### config.mk
export PLATFORM = sky130hd
export DESIGN_NAME = adcs_seq
export DESIGN_NICKNAME = d
export VERILOG_FILES = /design/src/rtl/adcs_pkg.sv /design/src/rtl/adcs_sync.sv /design/src/rtl/adcs_sar.sv /design/src/rtl/adcs_seq.sv
export SDC_FILE = /design/constraint.sdc
export NUM_CORES = 1
export LEC_CHECK = 0
export CAP_MARGIN = 20
export CORE_ASPECT_RATIO = 0.7
export CORE_UTILIZATION = 58
export CTS_CLUSTER_DIAMETER = 200
export DETAILED_ROUTE_END_ITERATION = 8
export PLACE_DENSITY = 0.84
export SYNTH_ARGS = -nofsm -noshare
export SYNTH_HDL_FRONTEND = slang
export SYNTH_SLANG_ARGS = --single-unit
### constraint.sdc
create_clock -name clk -period 4.1 [get_ports clk]
set_input_delay 1.23 -clock clk [delete_from_list [all_inputs] [get_ports clk]]
set_output_delay 1.23 -clock clk [all_outputs]
set_load 0.02 [all_outputs]
### src/rtl/adcs_pkg.sv
package adcs_pkg;
  typedef enum logic [2:0] {
    ST_OFF,
    ST_WAIT,
    ST_CFG,
    ST_ARM,
    ST_CONV,
    ST_REV,
    ST_TAIL
  } adcs_state_e;

  localparam int IN_CS   = 0;
  localparam int IN_SCLK = 1;
  localparam int IN_DIN  = 2;
  localparam int IN_CMP  = 3;
  localparam int IN_NUM  = 4;
endpackage

### src/rtl/adcs_sync.sv
module adcs_sync #(
  parameter int WIDTH  = 4,
  parameter int STAGES = 2,
  parameter logic [WIDTH-1:0] RST_VAL = '0
) (
  input  logic             clk,
  input  logic             rst,
  input  logic [WIDTH-1:0] d,
  output logic [WIDTH-1:0] q
);
  for (genvar g = 0; g < WIDTH; g++) begin : g_bit
    logic [STAGES-1:0] sh;
    always_ff @(posedge clk) begin
      if (rst) sh <= {STAGES{RST_VAL[g]}};
      else     sh <= STAGES'({sh, d[g]});
    end
    assign q[g] = sh[STAGES-1];
  end
endmodule

### src/rtl/adcs_sar.sv
module adcs_sar #(
  parameter int W = 8
) (
  input  logic         clk,
  input  logic         rst,
  input  logic         clear,
  input  logic         start,
  input  logic         step,
  input  logic         cmp,
  output logic [W-1:0] code
);
  localparam logic [W-1:0] TOP = {1'b1, {(W-1){1'b0}}};

  logic [W-1:0] mask;

  always_ff @(posedge clk) begin
    if (rst || clear) begin
      code <= '0;
      mask <= '0;
    end else if (start) begin
      code <= TOP;
      mask <= TOP;
    end else if (step && (mask != '0)) begin
      code <= (code & ~mask) | (cmp ? mask : '0) | (mask >> 1);
      mask <= mask >> 1;
    end
  end

  assert_one_trial_R6: assert property (@(posedge clk) disable iff (rst)
    $onehot0(mask));

  assert_decide_R6: assert property (@(posedge clk) disable iff (rst)
    (step && !start && !clear && mask != '0) |=>
      ((code & $past(mask)) == ($past(cmp) ? $past(mask) : '0)));

  assert_upper_kept_R6: assert property (@(posedge clk) disable iff (rst)
    (step && !start && !clear && mask != '0) |=>
      ((code & ~($past(mask) | ($past(mask) >> 1))) ==
       ($past(code) & ~($past(mask) | ($past(mask) >> 1)))));
endmodule

### src/rtl/adcs_seq.sv
module adcs_seq #(
  parameter int DATA_W      = 8,
  parameter int SYNC_STAGES = 2
) (
  input  logic              clk,
  input  logic              rst,
  input  logic              cs_n,
  input  logic              sclk,
  input  logic              din,
  input  logic              cmp_in,
  output logic              dout,
  output logic              dout_oe,
  output logic              pwr_down,
  output logic              sampling,
  output logic [DATA_W-1:0] dac_code,
  output logic [1:0]        chan_sel,
  output logic              ref_gnd
);
  import adcs_pkg::*;

  localparam int IDX_W = $clog2(DATA_W);
  localparam int CNT_W = IDX_W + 1;
  localparam logic [CNT_W-1:0] LAST = CNT_W'(DATA_W - 1);
  localparam logic [DATA_W-1:0] TOP = {1'b1, {(DATA_W-1){1'b0}}};

  logic [IN_NUM-1:0] raw, s;
  assign raw = {cmp_in, din, sclk, cs_n};

  adcs_sync #(
    .WIDTH(IN_NUM), .STAGES(SYNC_STAGES), .RST_VAL(IN_NUM'(1))
  ) u_sync (
    .clk(clk), .rst(rst), .d(raw), .q(s)
  );

  logic cs_s, sclk_s, din_s, cmp_s;
  assign cs_s   = s[IN_CS];
  assign sclk_s = s[IN_SCLK];
  assign din_s  = s[IN_DIN];
  assign cmp_s  = s[IN_CMP];

  logic sclk_q;
  always_ff @(posedge clk) begin
    if (rst) sclk_q <= 1'b0;
    else     sclk_q <= sclk_s;
  end

  logic rise, fall;
  assign rise = sclk_s & ~sclk_q;
  assign fall = ~sclk_s & sclk_q;

  adcs_state_e      state;
  logic [CNT_W-1:0] cnt;
  logic             sgl_q, msbf_q;

  logic sar_start, sar_step;
  assign sar_start = (state == ST_ARM)  && fall && !cs_s;
  assign sar_step  = (state == ST_CONV) && fall && !cs_s;

  adcs_sar #(.W(DATA_W)) u_sar (
    .clk(clk), .rst(rst), .clear(cs_s), .start(sar_start),
    .step(sar_step), .cmp(cmp_s), .code(dac_code)
  );

  always_ff @(posedge clk) begin
    if (rst || cs_s) begin
      state    <= ST_OFF;
      cnt      <= '0;
      sgl_q    <= 1'b0;
      msbf_q   <= 1'b0;
      dout     <= 1'b0;
      dout_oe  <= 1'b0;
      pwr_down <= 1'b1;
      sampling <= 1'b0;
      chan_sel <= 2'b00;
      ref_gnd  <= 1'b0;
    end else begin
      case (state)
        ST_OFF: begin
          state    <= ST_WAIT;
          pwr_down <= 1'b0;
        end
        ST_WAIT: begin
          if (rise && din_s) begin
            state    <= ST_CFG;
            cnt      <= '0;
            sampling <= 1'b1;
          end
        end
        ST_CFG: begin
          if (rise) begin
            cnt <= cnt + 1'b1;
            case (cnt)
              CNT_W'(0): sgl_q <= din_s;
              CNT_W'(1): begin
                chan_sel <= din_s ? 2'b10 : 2'b01;
                ref_gnd  <= sgl_q;
              end
              default: begin
                msbf_q <= din_s;
                state  <= ST_ARM;
              end
            endcase
          end
        end
        ST_ARM: begin
          if (fall) begin
            sampling <= 1'b0;
            dout_oe  <= 1'b1;
            dout     <= 1'b0;
            cnt      <= '0;
            state    <= ST_CONV;
          end
        end
        ST_CONV: begin
          if (fall) begin
            dout <= cmp_s;
            if (cnt == LAST) begin
              cnt   <= CNT_W'(1);
              state <= msbf_q ? ST_TAIL : ST_REV;
            end else begin
              cnt <= cnt + 1'b1;
            end
          end
        end
        ST_REV: begin
          if (fall) begin
            dout <= dac_code[cnt[IDX_W-1:0]];
            if (cnt == LAST) state <= ST_TAIL;
            else             cnt   <= cnt + 1'b1;
          end
        end
        ST_TAIL: begin
          if (fall) dout <= 1'b0;
        end
        default: state <= ST_OFF;
      endcase
    end
  end

  assert_shutdown_R1: assert property (@(posedge clk) disable iff (rst)
    cs_s |=> (pwr_down && !dout_oe && !sampling && dac_code == '0));

  assert_start_seen_R2: assert property (@(posedge clk) disable iff (rst)
    $rose(sampling) |-> $past(rise && din_s));

  assert_hold_excl_R4: assert property (@(posedge clk) disable iff (rst)
    sampling |-> !dout_oe);

  assert_null_bit_R5: assert property (@(posedge clk) disable iff (rst)
    $rose(dout_oe) |-> (!dout && dac_code == TOP));

  assert_tail_zero_R9: assert property (@(posedge clk) disable iff (rst)
    (state == ST_TAIL && fall && !cs_s) |=> !dout);

  assert_abort_R10: assert property (@(posedge clk) disable iff (rst)
    $rose(cs_s) |=> (state == ST_OFF && !dout_oe));
endmodule

==> results of run 1 <==
metrics by stage:
step                      hold slack, ns  total power, W
after global routing              0.4229       0.0007144
after detailed placement          0.3933       0.0004353
after CTS                         0.4111       0.0006953
after global placement            0.3941       0.0004344
final                             0.4097       0.0006941
after floorplan                   0.3895       0.0004269
path summary, 6_finish.rpt:
path | startpoint | to | slack (ns) | depth (start not counted)
setup / recovery | rst | cnt[0] | 1.15 | 5
hold / removal | u_sync.g_bit[0].sh[0] | u_sync.g_bit[0].sh[1] | 0.41 | 1
setup reg to reg | state[2] | u_sar.code[5] | 1.84 | 5
hold reg to reg | u_sync.g_bit[0].sh[0] | u_sync.g_bit[0].sh[1] | 0.41 | 1
flip-flops by register name, indices dropped and copies added (netlist names):
| register | cells |
|---|---|
| dout | 1 |
| chan_sel | 2 |
| state | 3 |
| sclk_q | 1 |
| ref_gnd | 1 |
| cnt | 4 |
| u_sar.code | 8 |
| u_sar.mask | 8 |
| msbf_q | 1 |
| pwr_down | 1 |
| sgl_q | 1 |
| u_sync.g_bit.sh | 8 |
| dout_oe | 1 |
| sampling | 1 |
power by group through the flow:
| stage | clock network (W) | registers [W] | logic [W] |
|---|---|---|---|
| after floorplan | 0 | 0.000414 | 0.0000128 |
| after global placement | 0 | 0.000415 | 0.0000190 |
| after detailed placement | 0 | 0.000416 | 0.0000197 |
| after CTS | 0.000269 | 0.000406 | 0.0000199 |
| after global routing | 0.000285 | 0.000407 | 0.0000221 |
| final | 0.000268 | 0.000407 | 0.0000199 |
final cells by class:
type                            instances  share of cell area (%)
Multi-Input combinational cell        161                   45.71
Sequential cell                        41                   37.81
Timing Repair Buffer                   20                   9.222
Clock buffer                            6                   3.804
Tap cell                               36                   2.075
Inverter                                6                   1.037
Clock inverter                          1                  0.3458
Yosys cell counts (all sizes together), types with 2 or more instances:
| master | n |
|---|---|
| nand4b | 2 |
| a21oi | 23 |
| and3b | 2 |
| nor2 | 29 |
| a31oi | 5 |
| buf | 5 |
| ha | 3 |
| a311oi | 2 |
| dfxtp | 41 |
| nand2 | 27 |
| nor4b | 2 |
| o21ai | 6 |
| or2 | 5 |
| nand3 | 8 |
| clkbuf | 5 |
| mux2i | 5 |
| nor2b | 9 |
| o221a | 6 |
| nand3b | 3 |
| mux4 | 2 |
| nor4 | 2 |
| inv | 6 |
placed cells by master, fill, tap and decap left out, types with 2 or more instances in the layout:
cell and n:
dfxtp_1 41, nor2_1 29, nand2_1 27, a21oi_1 23, clkdlybuf4s50_1 20, nor2b_1 9, nand3_1 8, inv_1 6
o21ai_0 6, o221a_2 6, clkbuf_8 6, or2_2 5, mux2i_1 5, a31oi_1 5, nand3b_1 3, ha_1 3
nor4b_1 2, nand4b_1 2, a311oi_1 2, mux4_2 2
critical path, delay by kind of cell:
kind,cells,cell delay [ns]
buffers and inverters,1,0.57
and+or+nand+nor,4,1.38
cells by family (layout without fill, tap and decap cells):
| logic type | Yosys count | count (layout) | share of synthesized area [%] |
|---|---|---|---|
| AND/OR/NAND/NOR | 98 | 98 | 26.73 |
| adder cells (fa/ha/maj) | 3 | 3 | 1.995 |
| buffers and inverters | 16 | 33 | 3.657 |
| AO/OA/AOI/OAI | 51 | 51 | 17.89 |
| flip-flops | 41 | 41 | 43.62 |
| XOR/XNOR | 1 | 1 | 0.4655 |
| multiplexers | 8 | 8 | 5.651 |
metal layers:
layer  GRT usage (%)  vias up  wire length (um)
li1                -      800                 -
met1           38.28      782              2038
met2           43.91       70              1956
met3           6.135       10               341
met4           10.00        0                68
met5               0        -                 0
==> impl_metrics.ini, run 1 <==
[sta]
fmax_mhz = 338.9
slew_headroom_pct = 64.08
period_share_pct = 71.96
tightestPinTransition_ns = 0.5362
fin_ws_ns = 1.149
period_needed_ns = 2.951
setup_viol = 0
final_hold_viol_count = 0
finalMaxSlewViolations = 0
rsz0062_at_grt = no
finalSetupTns_ns = 0
finalClockSkew_ns = 0.007402

[layout]
nets = 244
finalNonFillerCells = 271
final_core_util_pct = 73.77
syn2layout_area_growth_pct = 15.36
layout-drive-gt1-share_pct = 10.21
multi_input_area_um2 = 992.2
fin_area_mm2 = 0.002171
fillers = 211
diodes = 0
ff_latch_area_um2 = 820.8

[placement]
port_buffers = 20
gp_congestion = 0.9035
hpwlAfterDp_um = 3080
dp.cells = 264
place_ws_ns = 0.9091
placed_area_mm2 = 0.002081

[logic_synthesis]
netlist_area_mm2 = 0.001882
synth_edf_count = 0
synth_cell_type_count = 45
ys_async_sr_fraction_pct = 0
synthCells = 218
synth-seq-cells = 41
synth_flop_cell = dfxtp_1
synth_nets = 227
synth_area_leaders = dfxtp_1 (44%), a21oi_1 (6.1%), nor2_1 (5.8%)
synth_top_area_share_pct = 43.62
yosys.area.top_type = dfxtp_1
synth-seq-area-share_pct = 43.62
synth_area_per_cell_um2 = 8.632
ys_warn_count = 0

[die]
pin_count = 21
start_util_pct = 63.95
coreArea_mm2 = 0.002943
die_area_mm2 = 0.003480
rows = 16
die_y_um = 49.66
chipWidth_um = 70.08

[clocking]
root_buffer = clkbuf_8
path_clk_slew_ns = 0.08
cts_tree = built
cts_htree_levels = 2
clk_latency_ns = 0.30
cts_hold_buffers = 0
clk_path_buf_depth = 2
ctsResizeCount = 0
cts_buffers = 5
postCtsSetupBuffers = 0
clock-sinks = 41

[critical_path]
crit_fanout = 16
crit_chain = clkdlybuf4s50_1 -> or2_2 -> nor2_1 -> nand2_1 -> nor4_2
cpMaxStageDelayCell = clkdlybuf4s50_1
cp-end-kind = flop
worst-endpoint-arrival_ns = 3.17
start_kind = primary input
cpPeakStageDelay_ns = 0.57
worstPathRequired_ns = 4.32
setup.worst_path.class = in -> reg

[run_status]
status = completed

[grt]
grt_use_total_pct = 28.05
antenna_found_initial = 0
grt_max_degree = 17
grt_remaining_overflow = 0
grt_pass1_wl_um = 7514
grt_pass1_vias = 1590

[detailed_routing]
drc = 0
wirelength_um = 4405
route.antenna.remaining_nets = 0
drt_iter0_drc = 216
vias_per_cell = 6.133
drtPass1Iterations = 4
vias = 1662
avgRoutedWirePerCell_um = 16.25

[pwr]
switchingPower_w = 0.0001484
clockPowerShare_pct = 38.5
seq_power_share_pct = 58.6
switching_share_pct = 21.38
pwr-share-comb_pct = 2.9
p_leak_nw = 0.8303
power_density_mw_per_mm2 = 319.8
ir_drop_uv = 245.8
internal-power_w = 0.0005457

[job]
cap_violations = 0

[min_path]
min_path_type = reg -> reg
Power figures use the tool's default switching activity.
==> run 2, diff against run 1 <==
--- a/config.mk
+++ b/config.mk
@@ -7,10 +7,10 @@
 export LEC_CHECK = 0
 export CAP_MARGIN = 20
 export CORE_ASPECT_RATIO = 0.7
-export CORE_UTILIZATION = 58
+export CORE_UTILIZATION = 50
 export CTS_CLUSTER_DIAMETER = 200
 export DETAILED_ROUTE_END_ITERATION = 8
-export PLACE_DENSITY = 0.84
+export PLACE_DENSITY = 0.77
 export SYNTH_ARGS = -nofsm -noshare
 export SYNTH_HDL_FRONTEND = slang
 export SYNTH_SLANG_ARGS = --single-unit
==> constraint.sdc (replaced) <==
create_clock -name clk -period 2.6 [get_ports clk]
set_input_delay 0.78 -clock clk [delete_from_list [all_inputs] [get_ports clk]]
set_output_delay 0.78 -clock clk [all_outputs]
set_load 0.02 [all_outputs]
==> impl_metrics.ini, run 2 (same netlist as run 1, synthesis figures left out) <==
[critical_path]
cp_top_family = buffers and inverters
cpPeakStageDelay_ns = 0.63
cpMaxStageDelayCell = clkdlybuf4s50_1
cp.buffers_inverters = 1
setup.worst_path.class = reg -> out
cp-end-kind = primary output
worstPathRequired_ns = 1.82
r2r-start = state[2]
r2r_cells = 5
crit_chain = clkdlybuf4s50_1
start_kind = flop
worst-endpoint-arrival_ns = 1.33
r2r_end = u_sar.code[5]
rrSetupSlack_ns = 0.62
crit_fanout = 3

[grt]
grt_pass1_wl_um = 6299
antenna_found_initial = 0
grt_max_degree = 17
grt_pass1_vias = 1282
grt_use_total_pct = 22.05
grt_remaining_overflow = 0

[die]
chipWidth_um = 75.33
rows = 18
die_y_um = 53.33
pin_count = 21
die_area_mm2 = 0.004017
coreArea_mm2 = 0.003558
start_util_pct = 52.88

[detailed_routing]
wirelength_um = 4014
vias = 1609
route.antenna.remaining_nets = 0
drc = 0
drtPass1Iterations = 4
drt_iter0_drc = 104
vias_per_cell = 5.567
avgRoutedWirePerCell_um = 13.89

[run_status]
status = completed

[clocking]
clk_latency_ns = 0.31
cts_htree_levels = 2
cts_tree = built
postCtsSetupBuffers = 0
path_clk_slew_ns = 0.08
cts_hold_buffers = 0
root_buffer = clkbuf_8
clock-sinks = 41
ctsResizeCount = 0
cts_buffers = 5
clk_path_buf_depth = 2

[min_path]
hold_end = u_sync.g_bit[0].sh[1]
hold_path_depth = 1
hp-start = u_sync.g_bit[0].sh[0]
min_path_type = reg -> reg

[layout]
ff_latch_area_um2 = 820.8
layout-drive-gt1-share_pct = 11.72
fillers = 338
final_cell_mix = dfxtp_1 (41), nor2_1 (29), nand2_1 (27)
finalNonFillerCells = 289
nets = 247
diodes = 0
reg_top3 = u_sar.code (8), u_sar.mask (8), u_sync.g_bit.sh (8)
syn2layout_area_growth_pct = 19.08
multi_input_area_um2 = 992.2
layout.cells.most_common = dfxtp_1

[placement]
port_buffers = 20
place_ws_ns = 0.3685
hpwlAfterDp_um = 2883
dp.cells = 281
gp_congestion = 0.8264

[sta]
finalClockSkew_ns = 0.009343
fin_ws_ns = 0.4888
finalMaxSlewViolations = 0
period_needed_ns = 2.111
fmax_mhz = 473.7
slew_headroom_pct = 66.26
setup_viol = 0
finalSetupTns_ns = 0
tightestPinTransition_ns = 0.5053
rsz0062_at_grt = no
final_hold_viol_count = 0
period_share_pct = 81.20

[pwr]
power_density_mw_per_mm2 = 541.9
p_leak_nw = 0.8587
ir_drop_uv = 443.7

[job]
cap_violations = 0
run 2: power breakdown:
part	leakage (nW)	total, W	switching, W	internal (W)
logic	0.469	0.0000325	0.0000145	0.0000179
clock network	0.0574	0.000541	0.000229	0.000312
registers	0.332	0.000641	0.00000625	0.000634
run 2: area by class of cell:
class,instances,share of cell area [%]
Clock buffer,6,3.685
Clock inverter,2,1.675
Inverter,6,1.005
Multi-Input combinational cell,161,44.28
Sequential cell,41,36.63
Tap cell,50,2.792
Timing Repair Buffer,23,9.939
run 2: worst register-to-register path, stage by stage (launching register included):
cell	delay [ns]
dfxtp_1	0.62
and2b_1	0.32
nand3_1	0.19
nor2_1	0.35
a21oi_1	0.12
o221a_2	0.27
run 2: stage by stage:
step / total power, W / area, um^2 / utilization [%] / hold slack (ns)
2_1_floorplan: 0.0006732 / 1882 / - / 0.3895
3_3_place_gp: 0.0006871 / 2121 / 59.60 / 0.3937
3_5_place_dp: 0.0006874 / 2121 / 59.60 / 0.3928
4_1_cts: 0.001218 / 2241 / 62.97 / 0.4109
5_1_grt: 0.001249 / 2241 / 62.97 / 0.4314
6_report: 0.001214 / 2241 / 62.97 / 0.4112
run 2: worst max path at each step:
| stage | from | endpoint | slack (ns) | depth (start not counted) |
|---|---|---|---|---|
| finish | u_sar.code[7] | dac_code[7] | 0.49 | 1 |
| global route | state[1] | chan_sel[0] | 0.41 | 5 |
| CTS | u_sar.code[7] | dac_code[7] | 0.49 | 1 |
| detailed placement | rst | u_sar.code[6] | 0.37 | 5 |
| global placement | rst | cnt[0] | 0.42 | 5 |
| floorplan | rst | cnt[0] | 0.73 | 5 |
run 2: per-layer routing:
layer	up-vias	routed length (um)	global-route usage, %
met5	-	0	0
met4	0	78	9.259
met3	8	259	5.714
met2	41	1575	28.27
met1	750	2102	33.60
li1	810	-	-
